==> src/rtl/irqc_pkg.sv <==
package irqc_pkg;
  localparam int unsigned BYTE_W = 8;
  localparam int unsigned LVL_W  = 3;

  typedef enum logic [2:0] {
    SEQ_IDLE  = 3'd0,
    SEQ_VEC   = 3'd1,
    SEQ_CASC  = 3'd2,
    SEQ_OPT   = 3'd3,
    SEQ_READY = 3'd4
  } seq_t;

  localparam logic [2:0] OP_AROT_CLR = 3'b000;
  localparam logic [2:0] OP_NOP      = 3'b010;
  localparam logic [2:0] OP_AROT_SET = 3'b100;

  function automatic logic op_strobes(input logic [2:0] code);
    return code[0] | (code[2] & code[1]);
  endfunction
endpackage

==> src/rtl/irqc_strobe_sync.sv <==
module irqc_strobe_sync #(
  parameter int unsigned STAGES = 2,
  parameter int unsigned PW     = 1
) (
  input  logic          clk,
  input  logic          rst_n,
  input  logic          strobe_n,
  input  logic [PW-1:0] payload,
  output logic          fire,
  output logic [PW-1:0] held
);
  logic [STAGES-1:0] chain_q, chain_d;
  logic              prev_q;
  logic [PW-1:0]     hold_q, hold_d;
  logic              hold_en;

  always_comb begin
    chain_d = {chain_q[STAGES-2:0], strobe_n};
    hold_en = ~chain_q[STAGES-1];
    hold_d  = payload;
  end

  always_ff @(posedge clk or negedge rst_n) begin
    if (!rst_n) begin
      chain_q <= '1;
      prev_q  <= 1'b1;
      hold_q  <= '1;
    end else begin
      chain_q <= chain_d;
      prev_q  <= chain_q[STAGES-1];
      if (hold_en) hold_q <= hold_d;
    end
  end

  assign fire = ~prev_q & chain_q[STAGES-1];
  assign held = hold_q;
endmodule

==> src/rtl/irqc_init_seq.sv <==
module irqc_init_seq
  import irqc_pkg::*;
(
  input  logic              clk,
  input  logic              rst_n,
  input  logic              wr_go,
  input  logic              wa0,
  input  logic [BYTE_W-1:0] wd,
  output logic              start_wr,
  output logic              init_clr,
  output logic              init_done,
  output logic [2:0]        vec_lo,
  output logic [BYTE_W-1:0] vec_hi,
  output logic              level_trig,
  output logic              interval4,
  output logic              single_mode,
  output logic [BYTE_W-1:0] casc_cfg,
  output logic              nest_special,
  output logic              buffered,
  output logic              master_sel,
  output logic              auto_eoi,
  output logic              ptr_mode
);
  seq_t state_q, state_d;
  logic need_opt_q;
  logic hi_wr, vec_wr, casc_wr, opt_wr;
  logic [4:0] opt_q;

  assign start_wr = wr_go & ~wa0 & wd[4];
  assign hi_wr    = wr_go & wa0;
  assign vec_wr   = hi_wr & (state_q == SEQ_VEC);
  assign casc_wr  = hi_wr & (state_q == SEQ_CASC);
  assign opt_wr   = hi_wr & (state_q == SEQ_OPT);

  always_comb begin
    state_d = state_q;
    if (start_wr) begin
      state_d = SEQ_VEC;
    end else if (vec_wr) begin
      if (!single_mode)    state_d = SEQ_CASC;
      else if (need_opt_q) state_d = SEQ_OPT;
      else                 state_d = SEQ_READY;
    end else if (casc_wr) begin
      state_d = need_opt_q ? SEQ_OPT : SEQ_READY;
    end else if (opt_wr) begin
      state_d = SEQ_READY;
    end
  end

  always_ff @(posedge clk or negedge rst_n) begin
    if (!rst_n) begin
      state_q     <= SEQ_IDLE;
      init_clr    <= 1'b0;
      vec_lo      <= '0;
      level_trig  <= 1'b0;
      interval4   <= 1'b0;
      single_mode <= 1'b0;
      need_opt_q  <= 1'b0;
      vec_hi      <= '0;
      casc_cfg    <= '0;
      opt_q       <= '0;
    end else begin
      state_q  <= state_d;
      init_clr <= start_wr;
      if (start_wr) begin
        vec_lo      <= wd[7:5];
        level_trig  <= wd[3];
        interval4   <= wd[2];
        single_mode <= wd[1];
        need_opt_q  <= wd[0];
        opt_q       <= '0;
      end
      if (vec_wr)  vec_hi   <= wd;
      if (casc_wr) casc_cfg <= wd;
      if (opt_wr)  opt_q    <= wd[4:0];
    end
  end

  assign init_done    = (state_q == SEQ_READY);
  assign nest_special = opt_q[4];
  assign buffered     = opt_q[3];
  assign master_sel   = opt_q[2];
  assign auto_eoi     = opt_q[1];
  assign ptr_mode     = opt_q[0];
endmodule

==> src/rtl/irqc_op_regs.sv <==
module irqc_op_regs
  import irqc_pkg::*;
(
  input  logic              clk,
  input  logic              rst_n,
  input  logic              wr_go,
  input  logic              wa0,
  input  logic [BYTE_W-1:0] wd,
  input  logic              start_wr,
  input  logic              ready,
  input  logic              rd_go,
  input  logic              poll_valid,
  input  logic [LVL_W-1:0]  poll_level,
  output logic [BYTE_W-1:0] mask,
  output logic              smm_on,
  output logic              sel_isr,
  output logic              poll_busy,
  output logic              frz_valid,
  output logic [LVL_W-1:0]  frz_level,
  output logic              aeoi_rot,
  output logic              cmd_stb,
  output logic [2:0]        cmd_code,
  output logic [LVL_W-1:0]  cmd_level,
  output logic              poll_ack,
  output logic [LVL_W-1:0]  poll_ack_level
);
  logic op_wr, mask_wr, ocw2_wr, ocw3_wr;
  logic mask_en, smm_en, sel_en, arot_en, poll_set, poll_done;
  logic smm_d, sel_d, arot_d, stb_d;
  logic [BYTE_W-1:0] mask_d;

  assign op_wr   = wr_go & ready & ~start_wr;
  assign mask_wr = op_wr & wa0;
  assign ocw2_wr = op_wr & ~wa0 & ~wd[3];
  assign ocw3_wr = op_wr & ~wa0 & wd[3];

  always_comb begin
    mask_en   = mask_wr | start_wr;
    mask_d    = start_wr ? '0 : wd;
    smm_en    = start_wr | (ocw3_wr & wd[6]);
    smm_d     = start_wr ? 1'b0 : wd[5];
    sel_en    = start_wr | (ocw3_wr & wd[1]);
    sel_d     = start_wr ? 1'b0 : wd[0];
    arot_en   = ocw2_wr & ((wd[7:5] == OP_AROT_SET) | (wd[7:5] == OP_AROT_CLR));
    arot_d    = wd[7];
    stb_d     = ocw2_wr & op_strobes(wd[7:5]);
    poll_set  = ocw3_wr & wd[2];
    poll_done = rd_go & poll_busy;
  end

  always_ff @(posedge clk or negedge rst_n) begin
    if (!rst_n) begin
      mask           <= '0;
      smm_on         <= 1'b0;
      sel_isr        <= 1'b0;
      aeoi_rot       <= 1'b0;
      poll_busy      <= 1'b0;
      frz_valid      <= 1'b0;
      frz_level      <= '0;
      cmd_stb        <= 1'b0;
      cmd_code       <= '0;
      cmd_level      <= '0;
      poll_ack       <= 1'b0;
      poll_ack_level <= '0;
    end else begin
      if (mask_en) mask     <= mask_d;
      if (smm_en)  smm_on   <= smm_d;
      if (sel_en)  sel_isr  <= sel_d;
      if (arot_en) aeoi_rot <= arot_d;
      cmd_stb <= stb_d;
      if (stb_d) begin
        cmd_code  <= wd[7:5];
        cmd_level <= wd[2:0];
      end
      if (start_wr) begin
        poll_busy <= 1'b0;
      end else if (poll_set) begin
        poll_busy <= 1'b1;
        frz_valid <= poll_valid;
        frz_level <= poll_level;
      end else if (poll_done) begin
        poll_busy <= 1'b0;
      end
      poll_ack <= poll_done & frz_valid;
      if (poll_done) poll_ack_level <= frz_level;
    end
  end
endmodule

==> src/rtl/irqc_read_mux.sv <==
module irqc_read_mux
  import irqc_pkg::*;
(
  input  logic              cs_n,
  input  logic              rd_n,
  input  logic              a0,
  input  logic              poll_busy,
  input  logic              frz_valid,
  input  logic [LVL_W-1:0]  frz_level,
  input  logic              sel_isr,
  input  logic [BYTE_W-1:0] mask,
  input  logic [BYTE_W-1:0] req_vec,
  input  logic [BYTE_W-1:0] isr_vec,
  output logic [BYTE_W-1:0] dout,
  output logic              dout_en
);
  localparam int unsigned PAD_W = BYTE_W - 1 - LVL_W;

  always_comb begin
    if (poll_busy)    dout = {frz_valid, {PAD_W{1'b0}}, frz_level};
    else if (a0)      dout = mask;
    else if (sel_isr) dout = isr_vec;
    else              dout = req_vec;
    dout_en = ~(cs_n | rd_n);
  end
endmodule

==> src/rtl/irq_cmd_regfile.sv <==
module irq_cmd_regfile
  import irqc_pkg::*;
#(
  parameter int unsigned SYNC_STAGES = 2
) (
  input  logic              clk,
  input  logic              rst_n,
  input  logic              cs_n,
  input  logic              rd_n,
  input  logic              wr_n,
  input  logic              a0,
  input  logic [BYTE_W-1:0] din,
  output logic [BYTE_W-1:0] dout,
  output logic              dout_en,
  input  logic [BYTE_W-1:0] req_vec,
  input  logic [BYTE_W-1:0] isr_vec,
  input  logic              poll_valid,
  input  logic [LVL_W-1:0]  poll_level,
  output logic              init_clr,
  output logic              init_done,
  output logic [2:0]        vec_lo,
  output logic [BYTE_W-1:0] vec_hi,
  output logic              level_trig,
  output logic              interval4,
  output logic              single_mode,
  output logic [BYTE_W-1:0] casc_cfg,
  output logic              nest_special,
  output logic              buffered,
  output logic              master_sel,
  output logic              auto_eoi,
  output logic              ptr_mode,
  output logic [BYTE_W-1:0] mask,
  output logic              smm_on,
  output logic              sel_isr,
  output logic              poll_busy,
  output logic              aeoi_rot,
  output logic              cmd_stb,
  output logic [2:0]        cmd_code,
  output logic [LVL_W-1:0]  cmd_level,
  output logic              poll_ack,
  output logic [LVL_W-1:0]  poll_ack_level
);
  localparam int unsigned WPAY_W = BYTE_W + 2;

  logic [1:0]        rst_pipe;
  logic              rst_s_n;
  logic              wr_fire, rd_fire, rd_cs_n;
  logic [WPAY_W-1:0] wr_held;
  logic              wr_go, rd_go, wa0, start_wr;
  logic [BYTE_W-1:0] wd;
  logic              frz_valid;
  logic [LVL_W-1:0]  frz_level;

  always_ff @(posedge clk or negedge rst_n) begin
    if (!rst_n) rst_pipe <= 2'b00;
    else        rst_pipe <= {rst_pipe[0], 1'b1};
  end
  assign rst_s_n = rst_pipe[1];

  irqc_strobe_sync #(.STAGES(SYNC_STAGES), .PW(WPAY_W)) u_wsync (
    .clk(clk), .rst_n(rst_s_n), .strobe_n(wr_n),
    .payload({cs_n, a0, din}), .fire(wr_fire), .held(wr_held)
  );

  irqc_strobe_sync #(.STAGES(SYNC_STAGES), .PW(1)) u_rsync (
    .clk(clk), .rst_n(rst_s_n), .strobe_n(rd_n),
    .payload(cs_n), .fire(rd_fire), .held(rd_cs_n)
  );

  assign wr_go = wr_fire & ~wr_held[WPAY_W-1];
  assign wa0   = wr_held[BYTE_W];
  assign wd    = wr_held[BYTE_W-1:0];
  assign rd_go = rd_fire & ~rd_cs_n;

  irqc_init_seq u_seq (
    .clk(clk), .rst_n(rst_s_n), .wr_go(wr_go), .wa0(wa0), .wd(wd),
    .start_wr(start_wr), .init_clr(init_clr), .init_done(init_done),
    .vec_lo(vec_lo), .vec_hi(vec_hi), .level_trig(level_trig),
    .interval4(interval4), .single_mode(single_mode), .casc_cfg(casc_cfg),
    .nest_special(nest_special), .buffered(buffered), .master_sel(master_sel),
    .auto_eoi(auto_eoi), .ptr_mode(ptr_mode)
  );

  irqc_op_regs u_ops (
    .clk(clk), .rst_n(rst_s_n), .wr_go(wr_go), .wa0(wa0), .wd(wd),
    .start_wr(start_wr), .ready(init_done), .rd_go(rd_go),
    .poll_valid(poll_valid), .poll_level(poll_level),
    .mask(mask), .smm_on(smm_on), .sel_isr(sel_isr), .poll_busy(poll_busy),
    .frz_valid(frz_valid), .frz_level(frz_level), .aeoi_rot(aeoi_rot),
    .cmd_stb(cmd_stb), .cmd_code(cmd_code), .cmd_level(cmd_level),
    .poll_ack(poll_ack), .poll_ack_level(poll_ack_level)
  );

  irqc_read_mux u_rmux (
    .cs_n(cs_n), .rd_n(rd_n), .a0(a0), .poll_busy(poll_busy),
    .frz_valid(frz_valid), .frz_level(frz_level), .sel_isr(sel_isr),
    .mask(mask), .req_vec(req_vec), .isr_vec(isr_vec),
    .dout(dout), .dout_en(dout_en)
  );
endmodule

==> config.mk <==
export PLATFORM = sky130hd
export DESIGN_NAME = irq_cmd_regfile
export DESIGN_NICKNAME = d
export VERILOG_FILES = /design/src/rtl/irqc_pkg.sv /design/src/rtl/irqc_strobe_sync.sv /design/src/rtl/irqc_init_seq.sv /design/src/rtl/irqc_op_regs.sv /design/src/rtl/irqc_read_mux.sv /design/src/rtl/irq_cmd_regfile.sv
export SDC_FILE = /design/constraint.sdc
export NUM_CORES = 1
export LEC_CHECK = 0
export ABC_AREA = 1
export CAP_MARGIN = 30
export CORE_MARGIN = 1
export CORE_UTILIZATION = 55
export DETAILED_ROUTE_END_ITERATION = 10
export DONT_BUFFER_PORTS = 1
export PLACE_DENSITY = 0.7
export SYNTH_ARGS = -nofsm -noshare
export SYNTH_HDL_FRONTEND = slang
export SYNTH_SLANG_ARGS = --single-unit
export TNS_END_PERCENT = 10
==> constraint.sdc <==
create_clock -name clk -period 4 [get_ports clk]
set_input_delay 0.6 -clock clk [delete_from_list [all_inputs] [get_ports clk]]
set_output_delay 0.6 -clock clk [all_outputs]
set_load 0.02 [all_outputs]
==> results of run 1 <==
-- routing by layer --
layer,vias to the layer above,routed length (um),GRT usage
met3,9,486,0.0563
met4,0,99,0.104
met2,89,3200,0.362
li1,1136,-,-
met1,1071,3000,0.321
met5,-,0,0
-- flip-flops by register name (all words and copies together), names as in the netlist, 2 cells and up --
register and flops:
u_seq.opt_q 5, u_rsync.chain_q 2, u_seq.vec_lo 3, rst_pipe 2, u_ops.poll_ack_level 3, u_ops.frz_level 3, u_seq.casc_cfg 8, u_ops.cmd_code 3
u_seq.state_q 3, u_wsync.chain_q 2, u_ops.mask 8, u_ops.cmd_level 3, u_seq.vec_hi 8, u_wsync.held 10
-- placed cells by master, fill, tap and decap left out, types with 2 or more instances in the layout --
cell and count:
a21oi_1 11, bufinv_16 2, clkbuf_8 9, clkinv_1 2, dfrtp_1 60, dfstp_2 17, inv_1 32, nand2_1 83
nand3_1 32, nand4_1 2, nor2_1 25, nor2_4 2, o211ai_1 8, o21ai_0 44, o21ai_1 2, o21ai_2 6
-- per-stage QoR --
step	power, mW	cell area [um2]	util	worst slack (ns)
2_1_floorplan	1.54	3240	-	1.70
3_3_place_gp	1.63	3260	0.585	1.77
3_5_place_dp	1.65	3260	0.585	1.66
4_1_cts	2.27	3490	0.625	1.55
5_1_grt	2.37	3490	0.625	1.38
6_report	2.26	3490	0.625	1.56
-- kinds of logic after synthesis --
group | after synthesis | synth area share
simple gates | 150 | 0.203
flops | 78 | 0.610
compound gates | 73 | 0.128
buf+inv | 46 | 0.0588
other cells | 1 | 0.00116
-- worst register-to-register path, delay by kind of cell (launching register included) --
family                 cells  cell delay, ns
and+or+nand+nor            5            1.06
DFF                        1            0.76
AOI/OAI and AO/OA          1            0.07
buffers and inverters      1            0.37
-- what timing repair did --
action,in CTS,in global routing
hold buffers,1,0
endpoints found under the hold margin,2,0
resized for setup,0,0
-- cell type report --
class / count / area share
Sequential cell: 78 / 0.567
Multi-Input combinational cell: 224 / 0.308
Clock buffer: 10 / 0.0366
Inverter: 33 / 0.0355
Tap cell: 72 / 0.0258
Clock inverter: 6 / 0.0244
Timing Repair Buffer: 1 / 0.00287
-- synth_stat cells (2+ instances only) --
cell type	count	area, um2
a21oi_1	11	55.1
buf_2	5	25.0
clkbuf_1	6	22.5
dfrtp_1	61	1530
dfstp_2	17	447
inv_1	32	120
nand2_1	83	312
nand3_1	32	160
nand4_1	2	12.5
nor2_1	25	93.8
nor2_4	2	22.5
o211ai_1	8	60.1
o21ai_0	44	220
o21ai_1	2	10.0
o21ai_2	6	52.6
-- where the power goes --
group / internal (mW) / leakage [nW] / total [mW] / switching (mW)
Clock: 0.351 / 0.104 / 0.628 / 0.278
Combinational: 0.112 / 0.628 / 0.329 / 0.217
Sequential: 0.969 / 0.970 / 1.30 / 0.336
Total: 1.43 / 1.70 / 2.26 / 0.830
-- final timing paths --
path                       slack (ns)                  to               start
max                              1.56             dout[0]       u_ops.sel_isr
min                              0.25  u_wsync.chain_q[0]                wr_n
max reg2reg                      1.63       u_ops.sel_isr  u_wsync.chain_q[1]
min reg2reg                      0.35         rst_pipe[1]         rst_pipe[0]
max in group asynchronous        2.92    u_seq.state_q[0]         rst_pipe[1]
min in group asynchronous        0.46  u_ops.frz_level[0]         rst_pipe[1]
==> out/qor.csv, run 1 <==
stage;metric;value;unit
setup_path;crit path cell chain;inv_1 > nand2_1 > nand3_1 > o211ai_1 > o21ai_0;
place;placed cells;407;
global_route;grt ovf;0;
setup_path;startpoint types;register;
finish;nets@finish;381;
global_route;first-pass GRT wire length;10700;um
die;Starting Density;0.580;
cts;Worst-path clk slew;0.08;ns
setup_path;Crit path depth;5;
sta;Tcrit/Tclk final;0.610;
finish;final cell count without fillers;424;
power_and_ir_drop;PwrDens;649;mW/mm2
synthesis;predominant post-synthesis flop cell;dfrtp_1;
place;post-detail-place hpwl;4570;um
cts;CTS max path bufs;2;
finish;antenna cells;0;
synthesis;Post-synth EDFFs;0;
outcome;status;finished clean;
cts;clock sinks;78;
die;IO Pins;95;
sta;setup TNS;0;ns
finish;fill count;484;
setup_path;R2R depth;7;
die;# rows;27;
sta;worst clock skew;0.00917;ns
synthesis;Distinct cells, synth;27;
setup_path;Critical Path Sink Type;output port;
synthesis;YS warnings;0;
drt;vias post-DR;2305;
place;Placer Congestion;0.885;
drt;Starting DRT DRC Count;223;
finish;footprint of the multi-input gates;0.00107;mm2
finish;share of cells above drive strength 1;0.128;
synthesis;Syn Inst Count;348;
global_route;vias in the first global route;2136;
cts;CTS Buf Count;9;
setup_path;kind of critical path;register to output port;
die;Die W;78.7;um
die;die area;0.00619;mm2
global_route;largest net degree at the start of global routing;77;
global_route;initial antenna violation count;0;
drt;DRT Pass-1 Iters;5;
setup_path;Crit-path slowest cell;dfrtp_1;
synthesis;Syn Area/Cell;9.30;um2
setup_path;Req. time, crit path;3.40;ns
global_route;Tot GR Track Use;0.235;
synthesis;Post-Syn Nets;382;
cts;root buf cell;clkbuf_8;
setup_path;crit-path max FO;11;
finish;Area Overhead vs Synth;7.73;%
setup_path;Buf+Inv Stages, Crit Path;1;
cts;H-Tree Depth;3;
sta;hold slack;0.253;ns
synthesis;#FFs+latches synth;78;
sta;max frequency;0.410;GHz
die;Core Area;0.00557;mm2
synthesis;Syn Std Cell Area;0.00324;mm2
sta;Worst-Margin Slew;0.975;ns
place;Port Buffer Count;0;
cts;CTS tree;built;
setup_path;family with the most delay on the worst path;flip-flops;
power_and_ir_drop;Leak;1.70;nW
drt;DRC errors left;0;
power_and_ir_drop;Peak supply drop;324;uV
die;die height;78.7;um
sta;Min Clock Period, post-route;2.44;ns
cts;Clock Latency Late Sink;0.34;ns
flow_run;total of max-cap violations;0;
sta;RSZ-0062 raised after global routing;no;
min_path;WHS Path Cells;0;
drt;WL/cell;16.0;um
drt;routed vias/inst;5.44;
synthesis;register area share after synthesis;0.610;
sta;relative slew slack;0.349;
setup_path;CP arrival;1.84;ns
finish;Sequential Area;0.00198;mm2
cts;setup repair bufs after CTS;0;
synthesis;Synth async-reset ratio;1.00;
setup_path;Max stage delay on crit path;0.67;ns
sta;Slew Viols, Final;0;
min_path;Tightest Hold Check Type;input port to register;
drt;WL final;6790;um
sta;Fin. Hold Viols;0;
drt;Final ANT Viol Nets;0;
sta;final setup vio count;0;
No activity file was read; power rests on OpenSTA's default activity.
==> run 2: changes to the inputs <==
--- a/config.mk
+++ b/config.mk
@@ -11,7 +11,7 @@
 export CORE_UTILIZATION = 55
 export DETAILED_ROUTE_END_ITERATION = 10
 export DONT_BUFFER_PORTS = 1
-export PLACE_DENSITY = 0.7
+export PLACE_DENSITY = 0.73
 export SYNTH_ARGS = -nofsm -noshare
 export SYNTH_HDL_FRONTEND = slang
 export SYNTH_SLANG_ARGS = --single-unit
==> constraint.sdc (replaced) <==
create_clock -name clk -period 2 [get_ports clk]
set_input_delay 0.3 -clock clk [delete_from_list [all_inputs] [get_ports clk]]
set_output_delay 0.3 -clock clk [all_outputs]
set_load 0.02 [all_outputs]
==> run 2 against run 1 <==
Cell count is 3.1% higher. Via count up 5.5%. Core utilization increased by 2.4 points. Design area rose by 3.9%. Sequential power up 99%. Non-clock buffer count up 14. Critical endpoint unchanged.
==> out/qor.csv, run 2 (synthesized netlist as in run 1, its figures left out) <==
stage;metric;value;unit;change
place;Port Buffer Count;0;;unchanged
sta;max frequency;0.540;GHz;
die;Core Area;0.00557;mm2;unchanged
global_route;first-pass GRT wire length;11200;um;+4.2%
sta;setup TNS;0;ns;unchanged
sta;Min Clock Period, post-route;1.85;ns;
global_route;vias in the first global route;2247;;+5.2%
setup_path;Max stage delay on crit path;0.50;ns;-0.17 ns
drt;Final ANT Viol Nets;0;;unchanged
sta;final setup vio count;0;;unchanged
die;Starting Density;0.580;;unchanged
drt;DRC errors left;0;;unchanged
drt;DRT Pass-1 Iters;4;;-1
finish;most common cell after layout, fill and taps aside;nand2_1;;
setup_path;CP startpoint;u_ops.sel_isr;;
power_and_ir_drop;Peak supply drop;838;uV;+160%
cts;Clock Latency Late Sink;0.35;ns;about the same
setup_path;startpoint types;register;;
min_path;Tightest Hold Check Type;input port to register;;
drt;WL met2;3230;um;+1.0%
drt;met3 routed WL;543;um;+12%
cts;Worst-path clk slew;0.07;ns;about the same
setup_path;Critical Path Sink Type;output port;;
power_and_ir_drop;Leak;1.78;nW;+4.6%
setup_path;crit path cell chain;buf_4 > nand2_1 > nand3_1 > o211ai_1 > o21ai_0 > buf_4;;
global_route;initial antenna violation count;0;;unchanged
setup_path;r2r setup slk;0.38;ns;-1.25 ns
setup_path;R2R Path Start;u_wsync.chain_q[1];;
place;Placer Congestion;0.856;;-3.3%
sta;Fin. Hold Viols;0;;unchanged
die;IO Pins;95;;unchanged
finish;final cell count without fillers;437;;+3.1%
setup_path;Crit-path slowest cell;dfrtp_1;;
cts;clock sinks;78;;unchanged
setup_path;FF-to-FF End;u_ops.mask[1];;
min_path;HP Start;din[4];;
cts;CTS max path bufs;2;;unchanged
setup_path;Req. time, crit path;1.70;ns;-1.70 ns
place;placed cells;417;;+2.5%
setup_path;family with the most delay on the worst path;flip-flops;;
finish;most frequent cells in the layout;nand2_1, dfrtp_1, o21ai_0;;
finish;max reg flops;10;;unchanged
finish;nets@finish;395;;+3.7%
cts;CTS Buf Count;9;;unchanged
cts;H-Tree Depth;3;;unchanged
setup_path;crit-path most repeated cell;buf_4;;
die;die area;0.00619;mm2;unchanged
finish;Area Overhead vs Synth;11.9;%;
min_path;Hold Path End;u_wsync.held[4];;
sta;Slew Viols, Final;0;;unchanged
die;Die W;78.7;um;unchanged
global_route;grt ovf;0;;unchanged
finish;antenna cells;0;;unchanged
cts;root buf cell;clkbuf_8;;
global_route;Tot GR Track Use;0.247;;+0.0115
flow_run;total of max-cap violations;0;;unchanged
sta;worst clock skew;0.00933;ns;+0.000165 ns
place;post-detail-place hpwl;4740;um;+3.8%
drt;Starting DRT DRC Count;139;;-38%
setup_path;crit-path max FO;9;;-2
setup_path;Buf+Inv Stages, Crit Path;2;;+1
drt;routed vias/inst;5.57;;+2.4%
die;# rows;27;;unchanged
outcome;status;finished clean;;
sta;RSZ-0062 raised after global routing;no;;
cts;CTS tree;built;;
drt;metal1 wirelength;2970;um;-1.2%
sta;Tcrit/Tclk final;0.925;;
setup_path;kind of critical path;register to output port;;
global_route;largest net degree at the start of global routing;47;;-39%
drt;uppermost layer routed;met4;;
drt;vias post-DR;2432;;+5.5%
setup_path;R2R depth;5;;-2
setup_path;CP arrival;1.55;ns;-0.29 ns
drt;WL/cell;15.8;um;-1.0%
finish;share of cells above drive strength 1;0.164;;+0.0365
drt;WL final;6920;um;+2.0%
die;die height;78.7;um;unchanged
min_path;WHS Path Cells;2;;+2
power_and_ir_drop;PwrDens;1290;mW/mm2;+98%
run 2: cell types whose count changed in the layout (fill, tap and decap cells not counted):
cell,change
buf_4,+11
dlygate4sd3_1,+2
inv_6,-1
buf_12,+1
inv_1,-2
clkinv_2,+1
inv_2,+1
clkinv_1,-1
clkbuf_8,+2
clkbuf_1,-1
run 2: repair_timing:
item / in CTS / in global routing
endpoints found under the hold margin: 4 / 0
setup endpoints to repair: 0 / 1
setup buffers: 0 / 2
resized for setup: 0 / 2
hold buffers: 3 / 0
run 2: worst register-to-register path, stage by stage, from the launching register on:
cell and delay [ns]:
dfstp_2 0.58, nand3_2 0.10, nor2_2 0.17, nand2_1 0.31, nand3_1 0.20, o21ai_0 0.12
run 2: how the worst max path moves through the flow:
stage	to	slack, ns	cells past startpoint
after CTS	dout[2]	0.12	4
after global routing	dout[2]	0.03	4
after detailed placement	u_seq.state_q[2]	0.39	6
after floorplan	dout[0]	0.45	3
after global placement	u_ops.cmd_level[0]	0.42	8
final	dout[0]	0.15	6
run 2: report_power, final:
group          internal, mW  switching (mW)
logic                 0.294           0.473
clock network         0.759           0.536
registers              1.94           0.652
total                  2.99            1.66
run 2: per-stage QoR:
stage          total power [mW]  setup slack, ns  hold WS, ns  utilization  area (um2)
2_1_floorplan              3.09            0.450      0.00441            -        3240
3_3_place_gp               3.32            0.425      0.00445        0.601        3350
3_5_place_dp               3.36            0.387      0.00446        0.601        3350
4_1_cts                    4.65            0.124       0.0546        0.646        3600
5_1_grt                    4.89           0.0336       0.0611        0.650        3620
6_report                   4.65            0.150       0.0629        0.650        3620
run 2: cell type report:
cell class                 instances  area [um2]
multi-input combinational        224        1070
fill                             476        1950
sequential                        78        1980
clock buffer                      11         151
tap                               72        90.1
clock inverter                     4        70.1
timing repair buffer              15         133
inverter                          33         128
run 2: per-layer routing:
| metal | track usage | vias to the layer above |
|---|---|---|
| met4 | 0.128 | 0 |
| met2 | 0.383 | 98 |
| met1 | 0.318 | 1156 |
| li1 | - | 1163 |
| met5 | 0 | - |
| met3 | 0.0678 | 15 |
==> run 3: changes to the inputs <==
--- a/config.mk
+++ b/config.mk
@@ -6,7 +6,7 @@
 export NUM_CORES = 1
 export LEC_CHECK = 0
 export ABC_AREA = 1
-export CAP_MARGIN = 30
+export CAP_MARGIN = 10
 export CORE_MARGIN = 1
 export CORE_UTILIZATION = 55
 export DETAILED_ROUTE_END_ITERATION = 10
==> constraint.sdc (replaced) <==
create_clock -name clk -period 2 [get_ports clk]
set_input_delay 0.3 -clock clk [delete_from_list [all_inputs] [get_ports clk]]
set_output_delay 0.3 -clock clk [all_outputs]
set_load 0.01 [all_outputs]
==> run 3 against run 2 <==
Sequential power shrank 8.1%. Cell count fell by 1.4%. Largest cell class unchanged. First-iteration DRC count rose by 6.5%. Die area did not move. Fmax is 6.9% higher.
==> out/qor.csv, run 3 (synthesized netlist as in run 1, its figures left out) <==
stage;metric;value;unit;change
global_route;initial antenna violation count;0;;unchanged
finish;final cell count without fillers;431;;-1.4%
finish;antenna cells;0;;unchanged
die;die height;78.7;um;unchanged
drt;DRT Pass-1 Iters;4;;unchanged
cts;clock sinks;78;;unchanged
sta;final setup vio count;0;;unchanged
die;Starting Density;0.580;;unchanged
finish;most common cell after layout, fill and taps aside;nand2_1;;
setup_path;CP arrival;1.43;ns;-0.12 ns
drt;WL final;6770;um;-2.2%
finish;nets@finish;388;;-1.8%
die;# rows;27;;unchanged
setup_path;Critical Path Sink Type;output port;;
die;Core Area;0.00557;mm2;unchanged
setup_path;crit-path max FO;14;;+5
drt;DRC errors left;0;;unchanged
sta;Fin. Hold Viols;0;;unchanged
drt;Final ANT Viol Nets;0;;unchanged
sta;Slew Viols, Final;0;;unchanged
cts;root buf cell;clkbuf_8;;
drt;vias post-DR;2351;;-3.3%
finish;Area Overhead vs Synth;11.0;%;
finish;most frequent cells in the layout;nand2_1, dfrtp_1, o21ai_0;;
min_path;Tightest Hold Check Type;input port to register;;
sta;Min Clock Period, post-route;1.73;ns;-0.120 ns
drt;WL/cell;15.7;um;-0.82%
sta;fin worst setup slack;0.270;ns;+0.120 ns
power_and_ir_drop;Peak supply drop;812;uV;-3.1%
die;IO Pins;95;;unchanged
setup_path;Max stage delay on crit path;0.42;ns;-0.08 ns
setup_path;Crit-path slowest cell;dfrtp_1;;
cts;CTS tree;built;;
cts;CTS Buf Count;9;;unchanged
finish;Layout Utilization;0.644;;-0.00539
place;post-detail-place hpwl;4680;um;-1.4%
place;Port Buffer Count;0;;unchanged
cts;setup repair bufs after CTS;0;;unchanged
cts;Worst-path clk slew;0.08;ns;about the same
global_route;largest net degree at the start of global routing;47;;unchanged
flow_run;total of max-cap violations;0;;unchanged
outcome;status;finished clean;;
setup_path;Req. time, crit path;1.70;ns;about the same
finish;share of cells above drive strength 1;0.142;;-0.0223
sta;setup TNS;0;ns;unchanged
place;Cell Area, Placed;0.00331;mm2;-1.1%
sta;RSZ-0062 raised after global routing;no;;
global_route;vias in the first global route;2167;;-3.6%
sta;worst clock skew;0.0115;ns;+0.00212 ns
finish;post-layout instance area;0.00359;mm2;-0.83%
global_route;first-pass GRT wire length;10900;um;-2.5%
sta;max frequency;0.578;GHz;+6.9%
power_and_ir_drop;Leak;1.75;nW;-1.5%
die;die area;0.00619;mm2;unchanged
cts;CTS max path bufs;2;;unchanged
finish;max reg flops;10;;unchanged
sta;hold slack;0.0704;ns;+0.00750 ns
power_and_ir_drop;Tot Pwr;4.45;mW;-4.3%
setup_path;startpoint types;register;;
die;Die W;78.7;um;unchanged
global_route;Tot GR Track Use;0.241;;-0.00534
sta;Tcrit/Tclk final;0.865;;-0.0601
drt;routed vias/inst;5.45;;-2.0%
global_route;grt ovf;0;;unchanged
cts;PostCTS Resize Cnt;0;;unchanged
place;Place WS;0.385;ns;-0.00198 ns
cts;CTS Hold Bufs;3;;unchanged
cts;H-Tree Depth;3;;unchanged
power_and_ir_drop;PwrDens;1240;mW/mm2;-3.5%
place;Placer Congestion;0.877;;+2.5%
setup_path;kind of critical path;register to output port;;
drt;Starting DRT DRC Count;148;;+6.5%
place;placed cells;412;;-1.2%
cts;Clock Latency Late Sink;0.35;ns;about the same
setup_path;crit path cell chain;inv_1 > o211ai_1 > o21ai_0;;
run 3: final timing paths:
path / from / to / slack (ns) / cells past startpoint
max in group asynchronous: rst_pipe[1] / u_wsync.held[8] / 1.12 / 1
min in group asynchronous: rst_n / rst_pipe[1] / 0.18 / 1
worst min register to register: rst_pipe[1] / u_ops.mask[5] / 0.26 / 0
worst max-delay path: u_ops.poll_busy / dout[2] / 0.27 / 3
worst max register to register: u_seq.state_q[1] / u_ops.mask[2] / 0.38 / 4
worst min-delay path: din[6] / u_wsync.held[6] / 0.07 / 2
run 3: area by class of cell:
class,count,area (um2)
timing repair buffer,8,80.1
clock inverter,5,106
clock buffer,11,141
multi-input combinational,224,1070
sequential,78,1980
inverter,33,124
tap,72,90.1
fill,474,1980
run 3: critical path, delay by kind of cell (launching register included):
kind	cells	cell delay, ns
DFF	1	0.42
AOI/OAI and AO/OA	2	0.35
buffers and inverters	1	0.33
run 3: metal layers:
metal / up-vias / track usage / wire length (um)
li1: 1146 / - / -
met1: 1106 / 0.315 / 2940
met2: 89 / 0.377 / 3160
met3: 10 / 0.0644 / 530
met4: 0 / 0.117 / 146
met5: - / 0 / 0
run 3: power by group:
group | total [mW] | internal [mW] | switching, mW
Combinational | 0.648 | 0.236 | 0.412
Clock | 1.42 | 0.866 | 0.559
Sequential | 2.38 | 1.94 | 0.439
Total | 4.45 | 3.04 | 1.41
